--- src/rtl/pwm_fault_guard.sv ---
module pwm_fault_guard #(
  parameter int FILT_CYC  = 64,
  parameter int MOT_LINES = 6,
  parameter int DW        = 16
) (
  input  logic                 clk,
  input  logic                 rst_n,
  input  logic                 m1_kill_pin,
  input  logic                 m2_kill_pin,
  input  logic                 pfc_kill_pin,
  input  logic [MOT_LINES-1:0] m1_pwm,
  input  logic [MOT_LINES-1:0] m2_pwm,
  input  logic                 pfc_pwm,
  output logic [MOT_LINES-1:0] m1_gate,
  output logic [MOT_LINES-1:0] m2_gate,
  output logic                 pfc_gate,
  input  logic                 reg_we,
  input  logic [1:0]           reg_addr,
  input  logic [DW-1:0]        reg_wdata,
  output logic [DW-1:0]        reg_rdata
);
  localparam int POL_W = 2*MOT_LINES + 1;
  localparam int CW    = $clog2(FILT_CYC + 1);
  localparam logic [CW-1:0] LIM = CW'(FILT_CYC - 1);

  logic [2:0]       s1, s2, filt, lat;
  logic [3:0]       cfg;
  logic [POL_W-1:0] pol;

  wire [2:0] act = s2 ^ cfg[2:0];
  wire [2:0] clr = (reg_we && reg_addr == 2'd2) ? reg_wdata[2:0] : 3'b000;
  wire       pfc_kill = cfg[3] ? lat[0] : lat[2];

  always_ff @(posedge clk or negedge rst_n)
    if (!rst_n) begin
      s1 <= '0;
      s2 <= '0;
    end else begin
      s1 <= {pfc_kill_pin, m2_kill_pin, m1_kill_pin};
      s2 <= s1;
    end

  for (genvar g = 0; g < 3; g++) begin : g_filt
    logic [CW-1:0] cnt;
    logic          lvl;
    always_ff @(posedge clk or negedge rst_n)
      if (!rst_n) begin
        cnt <= '0;
        lvl <= 1'b0;
      end else if (act[g] == lvl) begin
        cnt <= '0;
      end else if (cnt == LIM) begin
        lvl <= act[g];
        cnt <= '0;
      end else begin
        cnt <= cnt + 1'b1;
      end
    assign filt[g] = lvl;
  end

  always_ff @(posedge clk or negedge rst_n)
    if (!rst_n) lat <= '0;
    else        lat <= filt | (lat & ~clr);

  always_ff @(posedge clk or negedge rst_n)
    if (!rst_n) begin
      cfg <= '0;
      pol <= '0;
    end else if (reg_we) begin
      if (reg_addr == 2'd0) cfg <= reg_wdata[3:0];
      if (reg_addr == 2'd1) pol <= reg_wdata[POL_W-1:0];
    end

  always_ff @(posedge clk or negedge rst_n)
    if (!rst_n) begin
      m1_gate  <= '0;
      m2_gate  <= '0;
      pfc_gate <= 1'b0;
    end else begin
      m1_gate  <= (m1_pwm & ~{MOT_LINES{lat[0]}}) ^ pol[MOT_LINES-1:0];
      m2_gate  <= (m2_pwm & ~{MOT_LINES{lat[1]}}) ^ pol[2*MOT_LINES-1:MOT_LINES];
      pfc_gate <= (pfc_pwm & ~pfc_kill) ^ pol[2*MOT_LINES];
    end

  always_comb
    case (reg_addr)
      2'd0:    reg_rdata = DW'(cfg);
      2'd1:    reg_rdata = DW'(pol);
      2'd2:    reg_rdata = DW'({filt, lat});
      default: reg_rdata = '0;
    endcase
endmodule

--- config.mk ---
export PLATFORM = sky130hd
export DESIGN_NAME = pwm_fault_guard
export DESIGN_NICKNAME = d
export VERILOG_FILES = /design/src/rtl/pwm_fault_guard.sv
export SDC_FILE = /design/constraint.sdc
export NUM_CORES = 1
export LEC_CHECK = 0
export BUFFER_PORTS_ARGS = -buffer_cell sky130_fd_sc_hd__buf_2
export CAP_MARGIN = 10
export CORE_MARGIN = 2
export CORE_UTILIZATION = 55
export CTS_CLUSTER_SIZE = 16
export DETAILED_ROUTE_END_ITERATION = 6
export HOLD_SLACK_MARGIN = 0.03
export PLACE_DENSITY = 0.89
export SETUP_SLACK_MARGIN = 0.3
export SLEW_MARGIN = 20
export SYNTH_ARGS = -nofsm -noshare
export SYNTH_HDL_FRONTEND = slang
export SYNTH_SLANG_ARGS = --single-unit
--- constraint.sdc ---
create_clock -name clk -period 2.6 [get_ports clk]
set_input_delay 0.13 -clock clk [delete_from_list [all_inputs] [get_ports clk]]
set_output_delay 0.13 -clock clk [all_outputs]
set_load 0.01 [all_outputs]
Word level (Yosys, flattened, before mapping) --
Cells that the tools add are included.
Operators by class: reduce and logical (&&, ||, !) cells 7, add/subtract/negate cells 3, bitwise operators 16, equal/unequal tests 8, multiplexer cells 9
Operators with widths (number):
- two-way mux 7 bit | 6
- case mux 13 bit (3 select lines) | 1
- adder 7 x 1 -> 7 bit (second input constant) | 3
- equality test 7 x 6 -> 1 bit (second input constant) | 3
- AND 6 bit | 2
- inverter 6 bit | 2
- bitwise XOR 6 bit | 2
- AND reduction 2 bit | 5
- inverter 1 bit | 4
- AND 3 bit | 1
- equality test 1 bit | 3
- two-way mux 3 bit | 1
- inverter 3 bit | 1
- bitwise OR 3 bit | 1
- bitwise XOR 3 bit | 1
- equality test 2 x 1 -> 1 bit (second input constant) | 1
- equality test 2 bit (second input constant) | 1
- zero test 2 bit | 1
- AND 1 bit | 1
- logical AND 1 bit | 1
- two-way mux 1 bit | 1
- bitwise XOR 1 bit | 1
Word-level totals: register bits 63, logic and storage cells 57, output and inout bits 29, bits of input ports 37

Longest topological paths before layout --
Gate-level depths: netlist (run 1).
depth in word-level cells 6, gate-level depth with buffers 6, depth with buffers taken out 4

Worst setup path before layout (run 1) --
Ideal clock, no wire load.
path kind reg-to-reg, from register g_filt[0].cnt[0], to register g_filt[0].lvl, arrival 1.107 ns, setup time 0.125 ns, slack 1.368 ns, path buffers 0, required time 2.475 ns, cell stages (with the launch flop) 5, clock period less this slack 1.232 ns, cell sequence dfrtp_1 ha_1 nand4_1 nor2_1 mux2_2
Between the ends: longest elaborated chain between the ends 2
RTL lines:
- start: declaration | RTL line 44 | logic [CW-1:0] cnt;
- start signal: assignment | RTL line 56 | cnt <= cnt + 1'b1;
- equality test 7 x 6 -> 1 bit | RTL line 52 | end else if (cnt == LIM) begin
- AND reduction 2 bit (no source line)
- end signal: assignment | RTL line 53 | lvl <= act[g];
- end: declaration | RTL line 45 | logic lvl;
Every way passes these cells. A chain may end at the register's enable or synchronous reset.

Final worst setup path (run 1) --
from register g_filt[2].cnt[0], to register g_filt[2].cnt[4]
Between the ends: longest elaborated chain between the ends 3, elaborated cells between the ends (all ways) 4, classes of those cells 1 x add/sub; 1 x eq/ne; 2 x mux
RTL lines:
- start: declaration | RTL line 44
- start signal: assignment | RTL line 56
- adder 7 x 1 -> 7 bit or equality test 7 x 6 -> 1 bit (tied branches) | RTL line 56, 52
- two-way mux 7 bit * | RTL line 52
- two-way mux 7 bit * | RTL line 50 | end else if (act[g] == lvl) begin
Mark *: on every way between the ends. The rest lies on a longest branch, timed or not.

==> results.json, run 1 <==
{
  "cts-root-buf": "clkbuf_8",
  "htreeDepth": 3,
  "setup-tns-final_ps": 0,
  "syn_area_per_cell_um2": 12.75,
  "yosysWarnings": 0,
  "r2r-end": "g_filt[2].cnt[4]$_DFF_PN0_",
  "grt_usage_pct": 21.86,
  "final_antenna_net_count": 0,
  "dp_hpwl_mm": 3.512,
  "min_period_ps": 1433,
  "dieArea_um2": 5687,
  "viasPerCell": 5.098,
  "holdPathStages": 3,
  "grt_pass1_vias": 1921,
  "yosys.cell_types.count": 30,
  "cap_violations": 0,
  "grt_pass1_wl_mm": 8.838,
  "nets": 340,
  "max_slew_margin_pct": 48.87,
  "yosys_register_bits": 63,
  "worstSetupPathType": "reg2reg",
  "yosysTopAreaCell": "dfrtp_1",
  "grt_max_degree": 64,
  "finalWorstSetupSlack_ps": 1167,
  "ios": 66,
  "hold_violations": 0,
  "drt_iter0_markers": 166,
  "worst_pin_slew_ps": 767.0,
  "cp-end-kind": "flop",
  "diodes": 0,
  "rrSetupSlack_ps": 1170,
  "postLayoutCoreUtil_pct": 71.90,
  "clkTransAtPathRegs_ps": 60,
  "core_um2": 4817,
  "drive_gt1_share_pct": 30.79,
  "wl_per_cell_um": 14.82,
  "die_x_um": 75.42,
  "cts_inserted_buffers": 9,
  "hold_path.class": "in2reg",
  "cts_sinks": 63,
  "reg2reg_depth": 4,
  "cp_top_family": "compound AO/OA/AOI/OAI gates",
  "post_dp_cell_area_um2": 3138,
  "routed_wl_mm": 5.468,
  "syn_area_um2": 2805,
  "outcome": "complete, no violations",
  "peakVddDrop_mv": 0.4748,
  "initial_core_util_pct": 58.23,
  "post_cts_buffers": 0,
  "hp-start": "pfc_pwm",
  "rr_startpoint": "g_filt[2].cnt[0]$_DFF_PN0_",
  "gp_congestion": 0.7929,
  "cp.buffers_inverters": 0,
  "worstPathMaxFanout": 4,
  "grt_antenna_before_repair": 0,
  "clockBufferDepth": 2,
  "worst_clock_skew_ps": 6.990,
  "p_leak_nw": 1.713,
  "row_count": 25,
  "grt_overflow": 0,
  "cp-start-kind": "flop",
  "rsz0062_at_grt": "false",
  "drc": 0,
  "cts_tree": "yes",
  "crit_cells": 4,
  "syn2layout_area_growth_pct": 23.46,
  "slew_violations": 0,
  "crit_path_max_incr_delay_ps": 440,
  "dr.pass1.iters": 4,
  "syn_inst": 220,
  "cp_data_required_time_ps": 2800,
  "stdcell_area_um2": 3463,
  "worstPathArrival_ps": 1630,
  "max_freq_mhz": 697.8,
  "seq_area_frac_synth_pct": 56.20,
  "chipHeight_um": 75.42,
  "powerDensity_nw_per_um2": 730.8,
  "hold_end": "pfc_gate$_DFF_PN0_",
  "synth_area_leaders": "dfrtp_1, mux2_4, xnor2_1, nand2b_1, mux2_2",
  "path_cells": "ha_1 -> nand4_1 -> o21ai_0 -> nor2_1",
  "vias": 1881,
  "cpMaxStageDelayCell": "o21ai_0",
  "finalCritPeriodShare_pct": 55.12,
  "insertion_delay_ps": 330,
  "finalSetupViolations": 0,
  "yosysTopAreaCellShare_pct": 56.20,
  "dpl_worst_slack_ps": 1193,
  "port_buffers": 59,
  "fin_hold_ws_ps": 57.04,
  "fill_cells": 360
}
sequential cells by signal, indices dropped and copies added, names as in the netlist:
signal      count
pol            13
s1              3
m1_gate         6
cfg             4
s2              3
g_filt.lvl      3
m2_gate         6
pfc_gate        1
lat             3
g_filt.cnt     21
what timing repair did:
item	4_1_cts	5_1_grt
hold endpoints to repair	75	1
hold buffers	13	1
gates resized for setup	0	0
layer usage:
metal | track usage [%] | share of wire [%]
met1 | 28.57 | 44
met2 | 33.04 | 49
met3 | 4.233 | 4.6
met4 | 15.01 | 2.4
met5 | 0 | 0
worst max-delay path by stage:
stage | startpoint | endpoint
floorplan | g_filt[0].cnt[0]$_DFF_PN0_ | g_filt[0].lvl$_DFFE_PN0P_
global route | reg_addr[1] | reg_rdata[1]
finish | g_filt[2].cnt[0]$_DFF_PN0_ | g_filt[2].cnt[4]$_DFF_PN0_
detailed placement | g_filt[2].cnt[0]$_DFF_PN0_ | g_filt[2].cnt[4]$_DFF_PN0_
CTS | g_filt[2].cnt[0]$_DFF_PN0_ | g_filt[2].cnt[4]$_DFF_PN0_
global placement | reg_addr[1] | reg_rdata[1]
layout make-up:
type,count,area (µm²),area share (%)
clock buffers,12,155.1,4.480
clock inverters,1,30.03,0.8671
inverters,3,11.26,0.3251
multi-input cells,149,1164,33.60
flip-flops and latches,63,1577,45.52
well taps,67,83.83,2.421
repair buffers,74,442.9,12.79
synth_stat cells:
master,number
nand2b_1,15
nor3b_2,1
mux2i_1,5
or3_1,3
mux2_4,10
o211a_1,2
and2_1,12
nor2b_1,1
buf_4,3
buf_2,1
a21o_1,3
o31ai_1,2
nand3_1,9
xnor2_1,17
nor2_1,12
buf_6,3
xor3_1,3
xor2_1,9
nor2b_4,1
dfrtp_1,63
a21oi_1,3
conb_1,1
nand2_4,1
nand4_1,3
nand2_1,8
inv_1,3
ha_1,3
a22o_1,2
mux2_2,8
o21ai_0,13
layout by cell type, fill, tap and decap left out:
cell	n
buf_4	1
nor2b_1	1
mux2i_1	5
buf_2	59
conb_1	3
o211a_1	2
nand2_4	1
nand2b_1	15
nand3_1	9
or3_1	3
o21ai_0	13
dfrtp_1	63
nand4_1	3
xnor2_1	17
xor2_1	9
a21oi_1	3
and2_1	12
clkbuf_8	11
o31ai_1	2
inv_1	3
nor2_1	12
mux2_2	8
nor2b_4	1
clkbuf_1	1
dlygate4sd3_1	14
nor3b_2	1
a21o_1	3
xor3_1	3
ha_1	3
mux2_4	10
bufinv_16	1
a22o_1	2
nand2_1	8
metrics by stage:
step | instances | power (mW)
4_1_cts | 368 | 2.557
6_report | 369 | 2.531
2_1_floorplan | 222 | 1.544
3_3_place_gp | 342 | 1.689
5_1_grt | 369 | 2.684
3_5_place_dp | 342 | 1.712
where the power goes:
part           internal (mW)  switching [mW]
combinational          0.258           0.211
clock                  0.480           0.342
sequential              1.14           0.105
total                   1.87           0.658
kinds of logic (layout without fill, tap and decap cells):
logic type,after synthesis,count (layout),share of synthesized area (%)
fa+ha+maj,3,3,1.338
compound gates,25,25,5.530
other cells,1,3,0.1337
simple gates,66,66,13.20
flops,63,63,56.20
buf+inv,10,90,2.587
mux,23,23,10.35
xor+xnor,29,29,10.66
worst reg2reg max path: stages, from the launching register on:
cell and delay, ps:
dfrtp_1 370, ha_1 210, nand4_1 190, o21ai_0 450, nor2_1 100
(Power assumes the default switching activity.)
==> run 2: changes to the inputs <==
CORE_UTILIZATION = 53   (was 55)
PLACE_DENSITY = 0.87   (was 0.89)
clock period = 1.4 ns   (was 2.6 ns; I/O delays follow)
==> results.json, run 2 (synthesis results as in run 1) <==
{
  "gp_congestion": 0.7812,
  "chipHeight_um": 76.75,
  "die_x_um": 76.75,
  "insertion_delay_ps": 350,
  "clockBufferDepth": 2,
  "dr.pass1.iters": 5,
  "routed_wl_mm": 9.057,
  "finalCritPeriodShare_pct": 100.1,
  "outcome": "complete, but fails checks",
  "row_count": 26,
  "p_seq_share_pct": 44.1,
  "power.internal_mw": 3.695,
  "drive_gt1_share_pct": 44.73,
  "drt_iter0_markers": 401,
  "clkTransAtPathRegs_ps": 80,
  "hold_path.class": "in2reg",
  "finalWorstSetupSlack_ps": -1.375,
  "worstSetupPathType": "reg2out",
  "total_power_mw": 5.314,
  "violations": "setup timing",
  "finalSetupViolations": 1,
  "viasPerCell": 5.644,
  "cap_violations": 0,
  "wl_per_cell_um": 21.51,
  "combPwrFrac_pct": 25.9,
  "peakVddDrop_mv": 0.7978,
  "seqCellArea_um2": 1582,
  "htreeDepth": 3,
  "cp-end-kind": "output port",
  "slew_violations": 0,
  "min_period_ps": 1401,
  "drc": 0,
  "grt_usage_pct": 25.95,
  "multiInputGateArea_um2": 1264,
  "cts_sinks": 63,
  "worstPathMaxFanout": 4,
  "grt_overflow": 0,
  "grt_pass1_vias": 2262,
  "top_register": "g_filt.cnt",
  "p_sw_mw": 1.619,
  "cp_data_required_time_ps": 1330,
  "max_freq_mhz": 713.6,
  "worst_clock_skew_ps": 18.86,
  "final_cell_mix": "dfrtp_1, buf_2, buf_4",
  "clkPwrFrac_pct": 30.0,
  "cts_tree": "yes",
  "cp-start-kind": "flop",
  "diodes": 0,
  "grt_antenna_before_repair": 0,
  "swShare_pct": 30.47,
  "initial_core_util_pct": 54.92,
  "vias": 2376,
  "p_leak_nw": 1.950,
  "dieArea_um2": 5891,
  "final_antenna_net_count": 0,
  "fill_cells": 263,
  "cts-root-buf": "clkbuf_8",
  "port_buffers": 59,
  "powerDensity_nw_per_um2": 1331,
  "ios": 66,
  "largest_reg_flops": 21,
  "grt_max_degree": 64,
  "cts_inserted_buffers": 9,
  "reg_top3": "g_filt.cnt x21, pol x13",
  "nets": 386,
  "setup-tns-final_ps": -1.375,
  "layout_commonest_cell": "dfrtp_1",
  "core_um2": 5107,
  "worstPathArrival_ps": 1330,
  "hold_violations": 0,
  "grt_pass1_wl_mm": 11.60,
  "dp_hpwl_mm": 3.491,
  "rsz0062_at_grt": "true",
  "syn2layout_area_growth_pct": 42.37
}
run 2: cell type report:
cell class / count / share of cell area [%]
tap: 70 / 2.193
sequential: 63 / 39.60
clock buffer: 10 / 3.195
timing repair buffer: 120 / 21.55
clock inverter: 6 / 1.535
inverter: 3 / 0.2820
multi-input combinational: 149 / 31.64
run 2: power groups by stage:
stage / logic (mW) / clock network (mW) / registers (mW)
after floorplan: 0.521 / 0 / 2.35
after global placement: 0.825 / 0 / 2.32
after detailed placement: 0.856 / 0 / 2.34
after CTS: 1.10 / 1.55 / 2.30
after global routing: 1.45 / 1.69 / 2.36
final: 1.38 / 1.59 / 2.34
run 2: metal layers:
layer / GRT usage [%] / wire length, µm / up-vias
li1: - / - / 989
met1: 30.90 / 3430 / 1157
met2: 43.51 / 4366 / 175
met3: 6.235 / 723 / 55
met4: 13.82 / 537 / 0
met5: 0 / 0 / -
run 2: through the flow:
stage	utilization, %	hold WS (ps)	worst slack (ps)	instance area (µm²)	cells
floorplan	-	-225.6	209.4	2823	222
global placement	62.40	106.1	167.9	3187	348
detailed placement	62.40	102.3	125.6	3187	348
CTS	74.25	33.89	136.2	3792	404
global route	78.20	92.63	-18.67	3994	421
finish	78.20	89.25	-1.375	3994	421
run 2: timing repair:
action / in CTS / in global routing
endpoints found under the hold margin: 95 / 0
setup endpoints to repair: 29 / 37
buffers inserted: 11 / 17
hold buffers: 29 / 0
gates resized for setup: 19 / 24
pin swaps: 15 / 11
run 2: worst max-delay path, cell delays in order, from the launching register on:
cell	delay (ps)
dfrtp_1	440
mux2i_1	250
o21ai_1	140
buf_2	160
run 2: path summary, 6_finish.rpt:
| path | startpoint | endpoint | slack, ps | cells past startpoint |
|---|---|---|---|---|
| worst min register to register | s1[1]$_DFF_PN0_ | s2[1]$_DFF_PN0_ | 350 | 0 |
| max in group asynchronous | rst_n | lat[1]$_DFF_PN0_ | 840 | 3 |
| min in group asynchronous | rst_n | pfc_gate$_DFF_PN0_ | 240 | 3 |
| worst max-delay path | cfg[0]$_DFFE_PN0P_ | reg_rdata[0] | -1 | 3 |
| worst max register to register | cfg[0]$_DFFE_PN0P_ | g_filt[0].cnt[3]$_DFF_PN0_ | 70 | 3 |
| worst min-delay path | m2_pwm[3] | m2_gate[3]$_DFF_PN0_ | 90 | 3 |
==> run 3: changes to the inputs <==
CORE_ASPECT_RATIO = 1.4   (was not set)
==> results.json, run 3 (synthesis results as in run 1) <==
{
  "p_sw_mw": 1.617,
  "row_count": 31,
  "cts-root-buf": "clkbuf_8",
  "combPwrFrac_pct": 26.4,
  "worstPathMaxFanout": 2,
  "p_leak_nw": 2.001,
  "post_dp_cell_area_um2": 3202,
  "cts_sinks": 63,
  "gp_congestion": 0.7799,
  "cts_tree": "yes",
  "nets": 394,
  "vias": 2440,
  "reg_top3": "g_filt.cnt x21, pol x13",
  "cap_violations": 0,
  "fill_cells": 257,
  "layout_commonest_cell": "dfrtp_1",
  "hold_violations": 0,
  "port_buffers": 59,
  "dp_hpwl_mm": 3.654,
  "core_um2": 5159,
  "stdcell_area_um2": 4119,
  "cp-start-kind": "flop",
  "swShare_pct": 28.94,
  "wl_per_cell_um": 22.21,
  "finalSetupViolations": 0,
  "outcome": "complete, no violations",
  "dr.pass1.iters": 4,
  "grt_max_degree": 23,
  "p_seq_share_pct": 41.9,
  "power.internal_mw": 3.971,
  "cp-end-kind": "output port",
  "viasPerCell": 5.741,
  "ios": 66,
  "powerDensity_nw_per_um2": 1357,
  "drive_gt1_share_pct": 45.81,
  "initial_core_util_pct": 54.38,
  "clkTransAtPathRegs_ps": 80,
  "final_cell_mix": "dfrtp_1, buf_2, buf_4",
  "syn2layout_area_growth_pct": 46.83,
  "insertion_delay_ps": 350,
  "setup-tns-final_ps": 0,
  "grt_antenna_before_repair": 0,
  "drc": 0,
  "finalCritPeriodShare_pct": 98.44,
  "reg2reg_depth": 3,
  "rrSetupSlack_ps": 150,
  "rsz0062_at_grt": "true",
  "die_x_um": 65.49,
  "worstPathArrival_ps": 1310,
  "slew_violations": 0,
  "finalWorstSetupSlack_ps": 21.78,
  "grt_pass1_vias": 2557,
  "peakVddDrop_mv": 0.9062,
  "min_period_ps": 1378,
  "top_register": "g_filt.cnt",
  "routed_wl_mm": 9.438,
  "cts_inserted_buffers": 9,
  "largest_reg_flops": 21,
  "clockBufferDepth": 2,
  "htreeDepth": 3,
  "seqCellArea_um2": 1583,
  "dpl_worst_slack_ps": 129.0,
  "hold_path.class": "in2reg",
  "dieArea_um2": 5899,
  "multiInputGateArea_um2": 1275,
  "cp_data_required_time_ps": 1330,
  "grt_pass1_wl_mm": 13.33,
  "final_antenna_net_count": 0,
  "holdPathStages": 3,
  "grt_usage_pct": 31.03,
  "clkPwrFrac_pct": 31.7,
  "worst_clock_skew_ps": 14.90,
  "chipHeight_um": 90.08,
  "grt_overflow": 0,
  "drt_iter0_markers": 252,
  "worstSetupPathType": "reg2out",
  "max_freq_mhz": 725.6
}
[run 3: worst paths after layout]
check / from / end
setup / recovery: cfg[3]$_DFFE_PN0P_ / reg_rdata[3]
hold / removal: reg_we / lat[0]$_DFF_PN0_
setup reg to reg: cfg[0]$_DFFE_PN0P_ / g_filt[0].cnt[3]$_DFF_PN0_
hold reg to reg: s1[1]$_DFF_PN0_ / s2[1]$_DFF_PN0_
max in group asynchronous: rst_n / g_filt[1].cnt[2]$_DFF_PN0_
min in group asynchronous: rst_n / pol[3]$_DFFE_PN0P_
[run 3: layer usage]
| metal | global-route usage, % | vias up | routed length [µm] |
|---|---|---|---|
| li1 | - | 1007 | - |
| met1 | 35.55 | 1222 | 3570 |
| met2 | 49.49 | 167 | 4690 |
| met3 | 9.011 | 44 | 673 |
| met4 | 20.31 | 0 | 503 |
| met5 | 0 | - | 0 |
[run 3: critical path, cell delays in order, from the launching register on]
cell     delay [ps]
dfrtp_1         440
mux2i_2         250
o21ai_1         110
buf_2           150
[run 3: area by class of cell]
cell class / count / area share (%)
well taps: 66 / 2.005
inverters: 3 / 0.2734
diodes: 1 / 0.06075
flip-flops and latches: 63 / 38.43
clock buffers: 11 / 3.433
repair buffers: 128 / 23.15
clock inverters: 4 / 1.701
multi-input cells: 149 / 30.95
[run 3: repair_timing]
item,in CTS,in global routing
gates resized for setup,22,25
hold endpoints to repair,96,0
cloned,0,0
pin swaps,19,7
buffers inserted,22,12
hold buffers,30,0
setup endpoints to repair,36,36
[run 3: power groups by stage]
stage / clock network, mW / logic, mW / registers [mW]
6_report: 1.77 / 1.47 / 2.34
5_1_grt: 1.86 / 1.57 / 2.36
4_1_cts: 1.73 / 1.21 / 2.27
3_5_place_dp: 0 / 0.854 / 2.34
3_3_place_gp: 0 / 0.833 / 2.32
2_1_floorplan: 0 / 0.521 / 2.35
[run 3: per-stage QoR]
stage | hold WS (ps) | std cells | util, % | power [mW]
global route | 111.4 | 424 | 79.80 | 5.797
floorplan | -225.6 | 222 | - | 2.872
detailed placement | -9.770 | 345 | 62.07 | 3.191
finish | 103.3 | 425 | 79.84 | 5.588
CTS | 79.08 | 412 | 76.42 | 5.213
global placement | -11.75 | 345 | 62.07 | 3.150
